[src/rtl/cfa_pkg.sv]
package cfa_pkg;

  // Controller phases of one request
  typedef enum logic [2:0] {
    ST_IDLE,   // waiting for a request
    ST_LOOK,   // tags compared against the held address
    ST_FETCH,  // block fetch offered to memory
    ST_FILL,   // waiting for the block to arrive
    ST_WRITE,  // write-through offered to memory
    ST_RESP    // response offered to the requester
  } cfa_state_e;

endpackage

[src/rtl/cfa_tag_match.sv]
module cfa_tag_match #(
  parameter int LINES = 16,
  parameter int TAG_W = 22,
  parameter int IDX_W = 4
) (
  input  logic                   clk,
  input  logic                   rst_n,
  input  logic [LINES*TAG_W-1:0] tags_flat,
  input  logic [LINES-1:0]       vld,
  input  logic [TAG_W-1:0]       look_tag,
  output logic                   hit,
  output logic [IDX_W-1:0]       hit_idx
);

  logic [LINES-1:0] match_vec;

  // one comparator per line, all in parallel
  for (genvar l = 0; l < LINES; l++) begin : g_cmp
    assign match_vec[l] = vld[l] && (tags_flat[l*TAG_W +: TAG_W] == look_tag);
  end

  assign hit = |match_vec;

  // OR-based encoder: valid because at most one line matches
  for (genvar b = 0; b < IDX_W; b++) begin : g_enc
    logic [LINES-1:0] pick;
    for (genvar l = 0; l < LINES; l++) begin : g_bit
      if (((l >> b) & 1) == 1) begin : g_one
        assign pick[l] = match_vec[l];
      end else begin : g_zero
        assign pick[l] = 1'b0;
      end
    end
    assign hit_idx[b] = |pick;
  end

  // a tag is resident in at most one line
  a_r8_single_match: assert property (@(posedge clk) disable iff (!rst_n)
    $onehot0(match_vec));

  // encoded index points at a line that really matches
  a_r4_idx_matches: assert property (@(posedge clk) disable iff (!rst_n)
    hit |-> match_vec[hit_idx]);

endmodule

[src/rtl/cfa_victim_sel.sv]
module cfa_victim_sel #(
  parameter int LINES = 16,
  parameter int IDX_W = 4
) (
  input  logic             clk,
  input  logic             rst_n,
  input  logic [LINES-1:0] vld,
  input  logic             fill_done,
  output logic [IDX_W-1:0] victim_idx
);

  localparam logic [IDX_W-1:0] LAST = IDX_W'(LINES - 1);

  logic [IDX_W-1:0] ptr_q;
  logic [IDX_W-1:0] free_idx;
  logic             any_free;

  // lowest-numbered empty line wins
  always_comb begin
    any_free = 1'b0;
    free_idx = '0;
    for (int i = LINES - 1; i >= 0; i--) begin
      if (!vld[i]) begin
        any_free = 1'b1;
        free_idx = IDX_W'(i);
      end
    end
  end

  assign victim_idx = any_free ? free_idx : ptr_q;

  // age pointer moves only when a fill lands
  always_ff @(posedge clk or negedge rst_n) begin
    if (!rst_n) begin
      ptr_q <= '0;
    end else if (fill_done) begin
      ptr_q <= (ptr_q == LAST) ? '0 : ptr_q + 1'b1;
    end
  end

  // hits and idle cycles leave the age order alone
  a_r5_ptr_still: assert property (@(posedge clk) disable iff (!rst_n)
    !fill_done |=> $stable(ptr_q));

  // while lines are empty, the fill order and the age order agree
  a_r5_free_in_order: assert property (@(posedge clk) disable iff (!rst_n)
    any_free |-> (free_idx == ptr_q));

  // each completed fill moves the pointer by exactly one
  a_r5_ptr_step: assert property (@(posedge clk) disable iff (!rst_n)
    fill_done |=> (ptr_q != $past(ptr_q)));

endmodule

[src/rtl/cfa_line_store.sv]
module cfa_line_store #(
  parameter int LINES   = 16,
  parameter int TAG_W   = 22,
  parameter int UNIT_W  = 8,
  parameter int OFF_W   = 2,
  parameter int BLOCK_W = 32,
  parameter int IDX_W   = 4
) (
  input  logic                   clk,
  input  logic                   rst_n,
  input  logic                   fill_en,
  input  logic [IDX_W-1:0]       fill_idx,
  input  logic [TAG_W-1:0]       fill_tag,
  input  logic [BLOCK_W-1:0]     fill_block,
  input  logic                   upd_en,
  input  logic [IDX_W-1:0]       upd_idx,
  input  logic [OFF_W-1:0]       upd_off,
  input  logic [UNIT_W-1:0]      upd_unit,
  input  logic [IDX_W-1:0]       rd_idx,
  output logic [BLOCK_W-1:0]     rd_block,
  output logic [LINES*TAG_W-1:0] tags_flat,
  output logic [LINES-1:0]       vld
);

  logic [LINES*BLOCK_W-1:0] data_flat;

  for (genvar g = 0; g < LINES; g++) begin : g_line
    logic               vld_r;
    logic [TAG_W-1:0]   tag_r;
    logic [BLOCK_W-1:0] dat_r;
    logic               sel_fill;
    logic               sel_upd;

    assign sel_fill = fill_en && (fill_idx == IDX_W'(g));
    assign sel_upd  = upd_en && (upd_idx == IDX_W'(g));

    always_ff @(posedge clk or negedge rst_n) begin
      if (!rst_n) begin
        vld_r <= 1'b0;
      end else if (sel_fill) begin
        vld_r <= 1'b1;
      end
    end

    always_ff @(posedge clk) begin
      if (sel_fill) begin
        tag_r <= fill_tag;
        dat_r <= fill_block;
      end else if (sel_upd) begin
        dat_r[upd_off*UNIT_W +: UNIT_W] <= upd_unit;
      end
    end

    assign vld[g]                         = vld_r;
    assign tags_flat[g*TAG_W +: TAG_W]     = tag_r;
    assign data_flat[g*BLOCK_W +: BLOCK_W] = dat_r;
  end

  assign rd_block = data_flat[rd_idx*BLOCK_W +: BLOCK_W];

  // a byte update and a block fill never collide
  a_r6_fill_upd_excl: assert property (@(posedge clk) disable iff (!rst_n)
    !(fill_en && upd_en));

  // a filled line is valid from the next cycle on
  a_r3_fill_sets_valid: assert property (@(posedge clk) disable iff (!rst_n)
    fill_en |=> vld[$past(fill_idx)]);

endmodule

[src/rtl/cfa_fifo_cache.sv]
module cfa_fifo_cache
  import cfa_pkg::*;
#(
  parameter int LINES  = 16,
  parameter int ADDR_W = 24,
  parameter int OFF_W  = 2,
  parameter int UNIT_W = 8
) (
  input  logic                          clk,
  input  logic                          rst_n,
  input  logic                          req_valid,
  output logic                          req_ready,
  input  logic                          req_write,
  input  logic [ADDR_W-1:0]             req_addr,
  input  logic [UNIT_W-1:0]             req_wdata,
  output logic                          rsp_valid,
  input  logic                          rsp_ready,
  output logic                          rsp_hit,
  output logic [UNIT_W-1:0]             rsp_data,
  output logic                          fetch_valid,
  input  logic                          fetch_ready,
  output logic [ADDR_W-OFF_W-1:0]       fetch_block,
  input  logic                          fill_valid,
  output logic                          fill_ready,
  input  logic [(UNIT_W<<OFF_W)-1:0]    fill_data,
  output logic                          wr_valid,
  input  logic                          wr_ready,
  output logic [ADDR_W-1:0]             wr_addr,
  output logic [UNIT_W-1:0]             wr_data
);

  localparam int TAG_W   = ADDR_W - OFF_W;
  localparam int BLOCK_W = UNIT_W << OFF_W;
  localparam int IDX_W   = (LINES > 1) ? $clog2(LINES) : 1;

  cfa_state_e state_q;

  logic              cur_write;
  logic [ADDR_W-1:0] cur_addr;
  logic [UNIT_W-1:0] cur_wdata;
  logic              hit_q;
  logic [UNIT_W-1:0] data_q;

  logic [TAG_W-1:0]       cur_tag;
  logic [OFF_W-1:0]       cur_off;
  logic [LINES*TAG_W-1:0] tags_flat;
  logic [LINES-1:0]       vld;
  logic                   hit;
  logic [IDX_W-1:0]       hit_idx;
  logic [IDX_W-1:0]       victim_idx;
  logic [BLOCK_W-1:0]     rd_block;
  logic [UNIT_W-1:0]      rd_unit;
  logic                   fill_en;
  logic                   upd_en;

  assign cur_tag = cur_addr[ADDR_W-1:OFF_W];
  assign cur_off = cur_addr[OFF_W-1:0];
  assign rd_unit = rd_block[cur_off*UNIT_W +: UNIT_W];

  assign fill_en = (state_q == ST_FILL) && fill_valid;
  assign upd_en  = (state_q == ST_LOOK) && cur_write && hit;

  cfa_tag_match #(
    .LINES (LINES),
    .TAG_W (TAG_W),
    .IDX_W (IDX_W)
  ) u_match (
    .clk       (clk),
    .rst_n     (rst_n),
    .tags_flat (tags_flat),
    .vld       (vld),
    .look_tag  (cur_tag),
    .hit       (hit),
    .hit_idx   (hit_idx)
  );

  cfa_victim_sel #(
    .LINES (LINES),
    .IDX_W (IDX_W)
  ) u_victim (
    .clk        (clk),
    .rst_n      (rst_n),
    .vld        (vld),
    .fill_done  (fill_en),
    .victim_idx (victim_idx)
  );

  cfa_line_store #(
    .LINES   (LINES),
    .TAG_W   (TAG_W),
    .UNIT_W  (UNIT_W),
    .OFF_W   (OFF_W),
    .BLOCK_W (BLOCK_W),
    .IDX_W   (IDX_W)
  ) u_store (
    .clk        (clk),
    .rst_n      (rst_n),
    .fill_en    (fill_en),
    .fill_idx   (victim_idx),
    .fill_tag   (cur_tag),
    .fill_block (fill_data),
    .upd_en     (upd_en),
    .upd_idx    (hit_idx),
    .upd_off    (cur_off),
    .upd_unit   (cur_wdata),
    .rd_idx     (hit_idx),
    .rd_block   (rd_block),
    .tags_flat  (tags_flat),
    .vld        (vld)
  );

  always_ff @(posedge clk or negedge rst_n) begin
    if (!rst_n) begin
      state_q   <= ST_IDLE;
      cur_write <= 1'b0;
      cur_addr  <= '0;
      cur_wdata <= '0;
      hit_q     <= 1'b0;
      data_q    <= '0;
    end else begin
      unique case (state_q)
        ST_IDLE: begin
          if (req_valid) begin
            cur_write <= req_write;
            cur_addr  <= req_addr;
            cur_wdata <= req_wdata;
            state_q   <= ST_LOOK;
          end
        end
        ST_LOOK: begin
          if (cur_write) begin
            hit_q   <= hit;
            data_q  <= cur_wdata;
            state_q <= ST_WRITE;
          end else if (hit) begin
            hit_q   <= 1'b1;
            data_q  <= rd_unit;
            state_q <= ST_RESP;
          end else begin
            state_q <= ST_FETCH;
          end
        end
        ST_FETCH: begin
          if (fetch_ready) state_q <= ST_FILL;
        end
        ST_FILL: begin
          if (fill_valid) begin
            hit_q   <= 1'b0;
            data_q  <= fill_data[cur_off*UNIT_W +: UNIT_W];
            state_q <= ST_RESP;
          end
        end
        ST_WRITE: begin
          if (wr_ready) state_q <= ST_RESP;
        end
        ST_RESP: begin
          if (rsp_ready) state_q <= ST_IDLE;
        end
        default: state_q <= ST_IDLE;
      endcase
    end
  end

  assign req_ready   = (state_q == ST_IDLE);
  assign rsp_valid   = (state_q == ST_RESP);
  assign rsp_hit     = hit_q;
  assign rsp_data    = data_q;
  assign fetch_valid = (state_q == ST_FETCH);
  assign fetch_block = cur_tag;
  assign fill_ready  = (state_q == ST_FILL);
  assign wr_valid    = (state_q == ST_WRITE);
  assign wr_addr     = cur_addr;
  assign wr_data     = cur_wdata;

  // a stalled response keeps its payload
  a_r7_rsp_hold: assert property (@(posedge clk) disable iff (!rst_n)
    rsp_valid && !rsp_ready |=> rsp_valid && $stable(rsp_data) && $stable(rsp_hit));

  // a stalled fetch keeps its block tag
  a_r7_fetch_hold: assert property (@(posedge clk) disable iff (!rst_n)
    fetch_valid && !fetch_ready |=> fetch_valid && $stable(fetch_block));

  // after an accepted request no second one is taken at once
  a_r7_one_inflight: assert property (@(posedge clk) disable iff (!rst_n)
    req_valid && req_ready |=> !req_ready);

  // a resident tag never causes a fetch
  a_r4_no_fetch_on_hit: assert property (@(posedge clk) disable iff (!rst_n)
    fetch_valid |-> !hit);

  // a completed fill makes the requested tag resident
  a_r3_fill_then_hit: assert property (@(posedge clk) disable iff (!rst_n)
    fill_valid && fill_ready |=> hit);

endmodule

[config.mk]
export PLATFORM = sky130hd
export DESIGN_NAME = cfa_fifo_cache
export DESIGN_NICKNAME = d
export VERILOG_FILES = /design/src/rtl/cfa_pkg.sv /design/src/rtl/cfa_tag_match.sv /design/src/rtl/cfa_victim_sel.sv /design/src/rtl/cfa_line_store.sv /design/src/rtl/cfa_fifo_cache.sv
export SDC_FILE = /design/constraint.sdc
export NUM_CORES = 2
export LEC_CHECK = 0
export ABC_AREA = 1
export BUFFER_PORTS_ARGS = -buffer_cell sky130_fd_sc_hd__buf_2
export CAP_MARGIN = 10
export CORE_MARGIN = 3
export CORE_UTILIZATION = 60
export DETAILED_ROUTE_END_ITERATION = 8
export MAX_ROUTING_LAYER = met4
export PLACE_DENSITY = 0.84
export SLEW_MARGIN = 40
export SYNTH_ARGS = -nofsm -noshare
export SYNTH_HDL_FRONTEND = slang
export SYNTH_SLANG_ARGS = --single-unit
[constraint.sdc]
create_clock -name clk -period 5.4 [get_ports clk]
set_input_delay 0.81 -clock clk [delete_from_list [all_inputs] [get_ports clk]]
set_output_delay 0.81 -clock clk [all_outputs]
set_load 0.05 [all_outputs]
# Word level (Yosys, flattened, before mapping)
# Index checks and enable logic that the tools add are counted.
[totals]
output_inout_bits = 68
n_memories = 0
inputBits = 72
register_bits = 929
elab_cells = 297
latch_bits = 0
romBits = 0
ram_bits = 0
[classes]
order_cmp = 0
n_reduce_logical = 79
shifts = 5
bitwise = 0
n_mux = 98
addsub = 2
n_eq_ne = 58
multipliers = 0
div_mod_pow = 0
[op_table]
columns = ["operator", "count"]
rows = [
  ["$mux 32", 32],
  ["$bwmux 32", 16],
  ["$shiftx 512x10->32", 1],
  ["$eq 22x22->1", 16],
  ["$mux 4", 18],
  ["$eq 4x4->1 const B", 17],
  ["$shiftx 32x6->8", 2],
  ["$logic_and 1x1->1", 51],
  ["$neg 5->34", 1],
  ["$reduce_bool 2->1", 17],
  ["$shift 8x34->32 const A", 1],
  ["$shiftx 8x34->32", 1],
  ["$eq 4x3->1 const B", 8],
  ["$reduce_or 8->1", 4],
  ["$mux 8", 3],
  ["$mux 3", 7],
  ["$mux 1", 19],
  ["$pmux 3 s6", 1],
  ["$eq 4x2->1 const B", 4],
  ["$pmux 8 s2", 1],
  ["$reduce_or 16->1", 1],
  ["$eq 4x1->1 const B", 2],
  ["$logic_not 4->1", 2],
  ["$eq 3x2->1 const B", 2],
  ["other kinds (11)", 15],
]

# Logic depth before layout (Yosys ltp)
[logic_depth]
depth_word = 20
mapped_depth = 27
depth_no_buf = 24

# By module
# A second synthesis with hierarchy kept.
[hier_totals]
hier_cells = 5852
hier_area_um2 = 48995.7
[modules_own_cells]
columns = ["mod", "area_per_inst_um2", "instances", "seq_area_each_um2", "cells_each"]
rows = [
  ["cfa_line_store", 39631.8, 1, 26345.3, 3906],
  ["cfa_tag_match", 5920.7, 1, 0.0, 1398],
  ["cfa_fifo_cache", 3071.7, 1, 1126.1, 482],
  ["cfa_victim_sel", 371.6, 1, 100.1, 66],
]

# Worst setup path after synthesis
# OpenSTA, ideal clock, no wires.
[synth_path]
kind = "flip-flop to flip-flop"
start = "register cur_addr[5] (netlist: wr_addr[5])"
end = "register u_store.g_line[14].dat_r[10], enable pin"
path_slack_ns = 1.586
n_path_buf = 3
required_ns = 5.016
arrival_ns = 3.430
stages_incl_launch_ff = 17
period_less_slack_ns = 3.814
setup_ns = 0.384
cell_sequence = "dfrtp_1 > buf_4 > buf_4 > buf_4 > nor2_1 > nor3_1 > nand4_1 > nor2_1 > nand3_2 > nand2_2 > inv_1 > nand4_1 > o21ai_1 > or2_2 > nor3_4 > nand2_1 > o21ai_0"
[synth_between]
elab_chain_cells = 6
elab_cells_between_ends = 41
cone_classes = "eq/ne (17); reduce/logical (24)"
[synth_rtl]
columns = ["item", "line_no", "source"]
rows = [
  ["start, declared", "cfa_fifo_cache.sv:39", "logic [ADDR_W-1:0] cur_addr;"],
  ["start signal, assigned", "cfa_fifo_cache.sv:125", "cur_addr <= req_addr;"],
  ["$eq 22x22->1", "cfa_tag_match.sv:19", "assign match_vec[l] = vld[l] && (tags_flat[l*TAG_W +: TAG_W] == look_tag);"],
  ["$logic_and 1x1->1", "cfa_tag_match.sv:19", ""],
  ["$reduce_or 8->1 / $reduce_or 16->1 (equally long branches)", "cfa_tag_match.sv:34, cfa_tag_match.sv:22", ""],
  ["$eq 4x4->1 / $logic_and 1x1->1 (equally long branches)", "cfa_line_store.sv:35, cfa_fifo_cache.sv:61", ""],
  ["$logic_and 1x1->1 (*)", "cfa_line_store.sv:35", "assign sel_upd = upd_en && (upd_idx == IDX_W'(g));"],
  ["$reduce_bool 2->1 (no source line) (*)", "n/a", ""],
  ["end signal, assigned", "cfa_line_store.sv:48", "dat_r <= fill_block;"],
  ["end signal, assigned by index", "cfa_line_store.sv:50", "dat_r[upd_off*UNIT_W +: UNIT_W] <= upd_unit;"],
  ["end, declared", "cfa_line_store.sv:30", "logic [BLOCK_W-1:0] dat_r;"],
]
# Mark *: on every way between the ends. The rest lies on a longest branch, timed or not.
# A chain may end at the register's enable or synchronous reset.

# Final worst setup path
[layout_path]
start = "register cur_addr[9] (netlist: wr_addr[9])"
end = "register u_store.g_line[14].dat_r[5], enable pin"
# Same word-level chain as after synthesis.

==> results.yml <==
outcome:
  run_status: "finished clean"
place:
  io_buffers: 139
  gp_congestion: 1.01
  placed_cells: 6638
  dp_hpwl_mm: 105
power:
  cellPowerDensity_nw_per_um2: 449
  p_leak_nw: 21.4
  ir_worst_vdd_v: 0.00103
finish:
  nets: 5766
  synthToLayoutAreaGrowth_pct: 10.2
  final_core_util_pct: 67.1
  drive_gt1_share_pct: 10.4
  fin_cells: 6830
  fill_cells: 6180
worst_setup_path:
  critPathCaptureType: "flip-flop"
  cp-start-kind: "flip-flop"
  critPathKind: "reg -> reg"
  critical_path_peak_fanout: 15
  cp.arrival_ns: 4.95
  r2r-start: "wr_addr[9]$_DFFE_PN0P_"
  crit_required_ns: 5.70
  critPathLaunch: "wr_addr[9]$_DFFE_PN0P_"
route:
  drt-pass1-iter-count: 7
  antenna_left: 0
  num_vias: 43400
  viasPerCell: 6.35
  routed_wl_mm: 170
  drt_iter0_markers: 7326
  drc_errors: 0
  wire_per_inst_um: 24.9
cts:
  cts_root_buffer: "clkbuf_16"
  cts_tree: "yes"
  post-cts-setup-buffers: 0
  clkTransAtPathRegs_ns: 0.06
  htreeDepth: 3
  clock_path_buffers: 3
  cts_buffers: 98
  cts_resized: 0
  worst_skew_pair.late_latency_ns: 0.71
  cts_sinks: 929
  postCtsHoldBufs: 1
synthesis:
  synth_cells: 5650
  syn_nets: 5727
  synthDistinctLibCells: 51
  yosys_warnings: 0
  synth-seq-area-share_pct: 57.0
  post_synth.cell_area_avg_um2: 8.56
  ys_seq_elements: 929
  synth_area_um2: 48400
die:
  dieArea_um2: 84000
  top_level_ports: 140
  die_h_um: 290
  die_w_um: 290
  core_area_um2: 79400
  start_util_pct: 60.9
  fp-row-count: 103
sta:
  slew_viol_final: 0
  whs_ns: 0.377
  finalCritPeriodShare_pct: 86.0
  hold_viol: 0
  grt_setup_unrepaired: "no"
  slew_headroom_pct: 37.3
  fin_setup_tns_ns: 0
  finalSetupViolations: 0
  layout_min_cycle_time_ns: 4.65
  worst_pin_slew_ns: 0.939
  skew_ns: 0.0669
  fmax_ghz: 0.215
worst_hold_path:
  min_path_type: "in -> reg"
  min_from: "req_wdata[5]"
global_route:
  grt_use_total_pct: 40.6
  grt_pass1_vias: 41000
  grt_first_pass_wirelength_mm: 251
  grt_max_degree: 97
  overflow: 0
  antenna_found_initial: 6
flow_run:
  maxCapViolations: 0
[logic make-up (layout without fill, tap and decap cells)]
family	after synthesis	in the layout	share of synthesized area [%]
AOI/OAI and AO/OA	856	856	9.12
other	0	7	0
adders and majority gates	5	5	0.129
xor gates and xnor gates	58	58	1.05
and+or+nand+nor	3025	3025	25.5
DFF	929	929	57.0
buffers and inverters	777	900	7.16
[registers in the layout (all words and copies together) (netlist names)]
register	cells
rsp_data	8
u_store.g_line.vld_r	16
cur_write	1
wr_addr	24
u_store.g_line.tag_r	352
wr_data	8
u_victim.ptr_q	4
u_store.g_line.dat_r	512
state_q	3
rsp_hit	1
[final timing paths]
kind	cells after the start	to	slack, ns
worst max register to register	16	u_store.g_line[14].dat_r[5]$_DFFE_PP_	0.75
worst min register to register	1	u_victim.ptr_q[3]$_DFFE_PN0P_	0.52
worst min-delay path	3	wr_data[5]$_DFFE_PN0P_	0.38
min in group asynchronous	2	wr_data[7]$_DFFE_PN0P_	0.45
max in group asynchronous	3	wr_addr[6]$_DFFE_PN0P_	4.00
worst max-delay path	16	u_store.g_line[14].dat_r[5]$_DFFE_PP_	0.75
[cells in the mapped netlist (all sizes together)]
library cell,number,share of area [%]
nand2,1895,15
edfxtp,864,54
o21ai,714,7.4
nor2,648,5.2
inv,395,3.1
nand3,290,3.0
buf,191,2.6
clkbuf,190,1.5
nand4,102,1.4
a21oi,77,0.80
dfrtp,65,3.4
nor3,50,0.62
xnor2,46,0.83
o22ai,38,0.49
or2,20,0.26
xor2,12,0.22
o2111ai,9,0.16
nand3b,8,0.12
nor4,7,0.091
a31oi,6,0.078
ha,5,0.13
a211oi,3,0.047
a221oi,3,0.054
nor3b,2,0.031
a21o,1,0.016
and3,1,0.013
clkinv,1,0.0078
nor2b,1,0.013
o211ai,1,0.016
o21a,1,0.016
o21bai,1,0.016
o221ai,1,0.018
o31ai,1,0.016
or3b,1,0.018
[report_power, final]
part,switching (W),internal (W)
logic,0.00612,0.00193
registers,0.000311,0.00869
clock network,0.00301,0.00386
[per-layer routing]
layer | up-vias | global-route usage (%) | wire length [um]
met5 | - | - | 0
met3 | 918 | 11.5 | 27800
met2 | 4041 | 57.9 | 72800
li1 | 18800 | - | -
met1 | 19600 | 51.0 | 56200
met4 | 0 | 26.2 | 13300
[stage by stage]
| step | setup WS [ns] | total power (W) | cell area (um2) |
|---|---|---|---|
| 2_1_floorplan | 1.59 | 0.0141 | 48400 |
| 3_3_place_gp | 0.950 | 0.0167 | 50000 |
| 3_5_place_dp | 0.921 | 0.0168 | 50000 |
| 4_1_cts | 0.934 | 0.0236 | 53300 |
| 5_1_grt | 0.682 | 0.0246 | 53300 |
| 6_report | 0.755 | 0.0239 | 53300 |
[layout by cell type (no fill, tap or decap), drive strengths merged, types with 2 or more instances in the layout]
cell,netlist,layout
nor3,50,50
dfrtp,65,65
edfxtp,864,864
clkinvlp,0,5
clkbuf,190,129
o22ai,38,38
xnor2,46,46
ha,5,5
nor3b,2,2
inv,395,395
nand2,1895,1895
clkinv,1,44
buf,191,319
diode,0,7
nand4,102,102
a31oi,6,6
a21oi,77,77
or2,20,20
nand3b,8,8
nand3,290,290
a221oi,3,3
nor4,7,7
bufinv,0,7
o21ai,714,714
a211oi,3,3
o2111ai,9,9
nor2,648,648
xor2,12,12
[worst max-delay path, cell delays in order (launching register included)]
cell     delay (ns)
dfrtp_2        0.58
inv_2          0.22
buf_4          0.26
nand2_1        0.10
nand2_1        0.06
nor2_1         0.10
nand2_1        0.05
nor2_1         0.09
nand3_1        0.21
nand2_1        0.22
nor2_4         0.09
nand4_1        0.28
o21ai_1        0.18
or2_2          0.43
nor3_4         0.20
nand2_1        0.35
o21ai_1        0.81
[layout make-up]
| cell class | count | area [um2] | area share (%) |
|---|---|---|---|
| sequential | 929 | 27600 | 51.8 |
| multi-input combinational | 3944 | 17500 | 32.8 |
| antenna | 7 | 17.5 | 0.0329 |
| clock inverter | 55 | 563 | 1.06 |
| clock buffer | 129 | 2680 | 5.03 |
| timing repair buffer | 320 | 2150 | 4.04 |
| tap | 1050 | 1310 | 2.46 |
| inverter | 396 | 1510 | 2.83 |
(Power assumes the default switching activity.)
